### config.mk
export PLATFORM = sky130hd
export DESIGN_NAME = sercom_regptr
export DESIGN_NICKNAME = d
export VERILOG_FILES = /design/src/rtl/sercom_regptr.sv
export SDC_FILE = /design/constraint.sdc
export NUM_CORES = 1
export LEC_CHECK = 0
export BUFFER_PORTS_ARGS = -buffer_cell sky130_fd_sc_hd__buf_2
export CORE_MARGIN = 2
export CORE_UTILIZATION = 50
export CTS_CLUSTER_SIZE = 8
export DETAILED_ROUTE_END_ITERATION = 16
export PLACE_DENSITY = 0.84
export SLEW_MARGIN = 20
export SYNTH_ARGS = -nofsm -noshare
export SYNTH_HDL_FRONTEND = slang
export SYNTH_SLANG_ARGS = --single-unit
### constraint.sdc
create_clock -name clk -period 2.7 [get_ports clk]
set_input_delay 0.405 -clock clk [delete_from_list [all_inputs] [get_ports clk]]
set_output_delay 0.405 -clock clk [all_outputs]
set_load 0.05 [all_outputs]
### src/rtl/sercom_regptr.sv
module sercom_regptr (
  input  logic       clk,
  input  logic       rst_n,
  input  logic       cs,
  input  logic       ch_sel,
  input  logic       cd_sel,
  input  logic       rd,
  input  logic       wr,
  input  logic [7:0] din,
  output logic [7:0] dout,
  output logic       rf_wr,
  output logic       rf_rd,
  output logic       rf_ch,
  output logic [4:0] rf_idx,
  output logic       rf_wsrc,
  output logic [7:0] rf_wdata,
  input  logic [7:0] rf_rdata
);

  localparam logic [4:0] SHADOW_IDX = 5'd16;

  logic [1:0][3:0] ptr_q;
  logic [1:0]      enh_q;
  logic [1:0]      xrd_q;
  logic [3:0]      cur;
  logic            wr_acc, rd_acc, ctl, force_rst;

  assign wr_acc    = cs & wr;
  assign rd_acc    = cs & rd & ~wr;
  assign ctl       = (wr_acc | rd_acc) & ~cd_sel;
  assign cur       = ptr_q[ch_sel];
  assign force_rst = ctl & wr_acc & (cur == 4'd9) & (din[7:6] == 2'b11);

  assign rf_wr    = wr_acc;
  assign rf_rd    = rd_acc;
  assign rf_ch    = ch_sel;
  assign rf_wdata = din;
  assign dout     = rf_rdata;

  always_comb begin
    rf_idx  = {1'b0, cur};
    rf_wsrc = 1'b0;
    if (cd_sel) begin
      rf_idx = 5'd8;
    end else if (wr) begin
      if (cur == 4'd7 && enh_q[ch_sel]) rf_idx = SHADOW_IDX;
    end else if (xrd_q[ch_sel]) begin
      case (cur)
        4'd4, 4'd5: rf_wsrc = 1'b1;
        4'd9:  begin rf_idx = 5'd3;       rf_wsrc = 1'b1; end
        4'd11: begin rf_idx = 5'd10;      rf_wsrc = 1'b1; end
        4'd14: begin rf_idx = SHADOW_IDX; rf_wsrc = 1'b1; end
        default: ;
      endcase
    end
  end

  always_ff @(posedge clk) begin
    if (!rst_n || force_rst) begin
      ptr_q <= '0;
    end else if (ctl) begin
      if (cur == 4'd0 && wr_acc) ptr_q[ch_sel] <= {din[5:3] == 3'b001, din[2:0]};
      else                       ptr_q[ch_sel] <= 4'd0;
    end
  end

  always_ff @(posedge clk) begin
    if (!rst_n) begin
      enh_q <= '0;
      xrd_q <= '0;
    end else if (ctl && wr_acc) begin
      if (cur == 4'd15) enh_q[ch_sel] <= din[0];
      if (cur == 4'd7 && enh_q[ch_sel]) xrd_q[ch_sel] <= din[6];
    end
  end


  point_high_chk: assert property (@(posedge clk) disable iff (!rst_n)
    (ctl && wr_acc && cur == 4'd0 && din[5:3] == 3'b001)
      |=> ptr_q[$past(ch_sel)] == {1'b1, $past(din[2:0])});


  ptr_return_chk: assert property (@(posedge clk) disable iff (!rst_n)
    (ctl && cur != 4'd0) |=> ptr_q[$past(ch_sel)] == 4'd0);


  shadow_gate_chk: assert property (@(posedge clk) disable iff (!rst_n)
    (rf_wr && rf_idx == SHADOW_IDX) |-> enh_q[rf_ch]);


  data_keeps_ptr_chk: assert property (@(posedge clk) disable iff (!rst_n)
    (cs && (wr || rd) && cd_sel) |=> $stable(ptr_q));


  force_clear_chk: assert property (@(posedge clk) disable iff (!rst_n)
    force_rst |=> ptr_q == '0);


  no_select_chk: assert property (@(posedge clk) disable iff (!rst_n)
    !cs |-> (!rf_wr && !rf_rd));

endmodule

==> qor.csv <==
metric,value,unit
syn_to_final_growth,9.13,%
setup_viol,0,
min_period_over_period,0.931,
dieWidth,49.9,um
syn_inst,128,
design.core.area,1980,um2
cts_setup_buffers,0,
vias_per_cell,5.84,
ioPinCount,48,
fin_skew,0.00635,ns
yosysUniqueCellTypes,37,
numCtsBuffers,3,
holdPathEnd,enh_q[1],
slew_headroom,0.594,
nets,169,
syn-num-nets,151,
gp_congestion,0.890,
crit_type,in -> out,
synth_edf_count,0,
synth.area.top_cells,"dfxtp_1 (23%), buf_4 (12%), mux2i_1 (7.6%)",
wl,2410,um
min_path_cells,3,
crit_fanout,23,
critPathCaptureType,primary output,
hold_path_class,in -> reg,
die_h,49.9,um
max_freq,0.398,GHz
ys_ff_latch,12,
track_usage,0.224,
synth.avg_cell_area,8.24,um2
place_worst_setup_slack,0.208,ns
cp-start-kind,input port,
clkSinkCount,12,
reg2regPathDepth,5,
hold_ws,0.419,ns
grt_pass1_vias,957,
postCtsResizedCells,0,
hold_viol,0,
setup_tns,0,ns
drt_pass1_iterations,4,
p_leak,0.491,nW
antenna_found_initial,0,
layout_commonest_cell,buf_2,
cts_buffer_depth,2,
reg2reg_from,ptr_q[5],
layout_common_cells,"buf_2 (31), nand2_1 (19), a21oi_1 (12), dfxtp_1 (12), nand3_1 (10)",
hp-start,din[0],
power.density,363,nW/um2
yosysWarnings,0,
diodes,0,
rows,16,
ys_seq_area_frac,0.228,
cts_max_level,1,
cp.arrival,2.11,ns
grt_max_degree,24,
min_period,2.51,ns
place_inst,168,
dr_total_vias,1004,
status,finished clean,
synth_largest_area_cell,dfxtp_1,
cts_tree,done,
ys.flop_type,dfxtp_1,
critPathLaunch,ch_sel,
worst_ep_required_time,2.30,ns
initial_core_util,0.532,
clock-root-buffer,clkbuf_4,
port_buffers,31,
maxCapViolCount,0,
ir_drop,0.000338,V
netlist_area,1050,um2
dp_hpwl,1930,um
maxSlewViolCount,0,
worstReg2RegEnd,enh_q[0],
async_flop_share,0,
drtIter0Drc,23,
synth_top_area_share,0.228,
placed_area,1110,um2
worst_slew_pin_slew,0.592,ns
fillers,188,
fin_cells,172,
rrSetupSlack,1.15,ns
post_drt_wl_per_cell,14.0,um
drc_errors,0,
gr-total-overflow,0,
die_area,2490,um2
rsz0062_at_grt,no,
cts.clk_slew.worst_paths,0.07,ns
holdBufCountCts,0,
layout-drive-gt1-share,0.345,
antenna_left,0,
clk_latency,0.28,ns
final_cell_area,1150,um2
grt_pass1_wl,4320,um
final.setup.worst_slack,0.187,ns
registers in the layout, indices dropped and copies added, names as in the netlist:
register,flops
enh_q,2
ptr_q,8
xrd_q,2
per-layer routing:
metal	global-route usage	part of all wire	wire (um)
met1	0.276	0.41	977
met2	0.356	0.50	1210
met3	0.0697	0.073	177
met4	0.0972	0.017	40
met5	0	0	0
report_power, final:
part / internal, W / total [W] / switching (W)
logic: 0.0000267 / 0.0000954 / 0.0000687
clock network: 0.0000821 / 0.000144 / 0.0000622
registers: 0.000178 / 0.000179 / 0.00000101
stage by stage:
step | total power [W] | utilization
detailed placement | 0.000278 | 0.563
global placement | 0.000276 | 0.563
floorplan | 0.000291 | -
global route | 0.000438 | 0.581
finish | 0.000418 | 0.581
CTS | 0.000421 | 0.581
worst max path at each step:
stage                           end  cells after the start
after floorplan           rf_idx[0]                      3
after global placement    rf_idx[1]                      6
after detailed placement  rf_idx[2]                      5
after CTS                 rf_idx[2]                      5
after global routing      rf_idx[3]                      6
final                     rf_idx[2]                      5
critical path, cell delays in order:
cell and delay, ns:
buf_2 0.35, mux2i_1 0.59, nor2_1 0.18, a211oi_2 0.28, buf_2 0.30
cell type report:
cell class,instances,area (um2),share of cell area
inverters,2,7.51,0.00652
repair buffers,33,170,0.148
multi-input cells,94,663,0.576
well taps,27,33.8,0.0293
flip-flops and latches,12,240,0.209
clock buffers,4,36.3,0.0315
synth_stat cells, types with 2 or more instances:
cell type / count
or3_1: 2
buf_6: 2
nor2_1: 4
dfxtp_1: 12
nand3b_1: 4
nand2_1: 19
mux2i_1: 8
o2111ai_1: 2
nand3_1: 10
nand2b_1: 3
inv_1: 2
a21oi_1: 12
a211oi_1: 3
and3_1: 3
nor3_1: 2
mux2_2: 3
buf_4: 17
cell families after synthesis:
family | share of synthesized area
and+or+nand+nor | 0.319
AOI/OAI and AO/OA | 0.179
buffers and inverters | 0.153
muxes | 0.121
DFF | 0.228
Power figures use the tool's default switching activity.
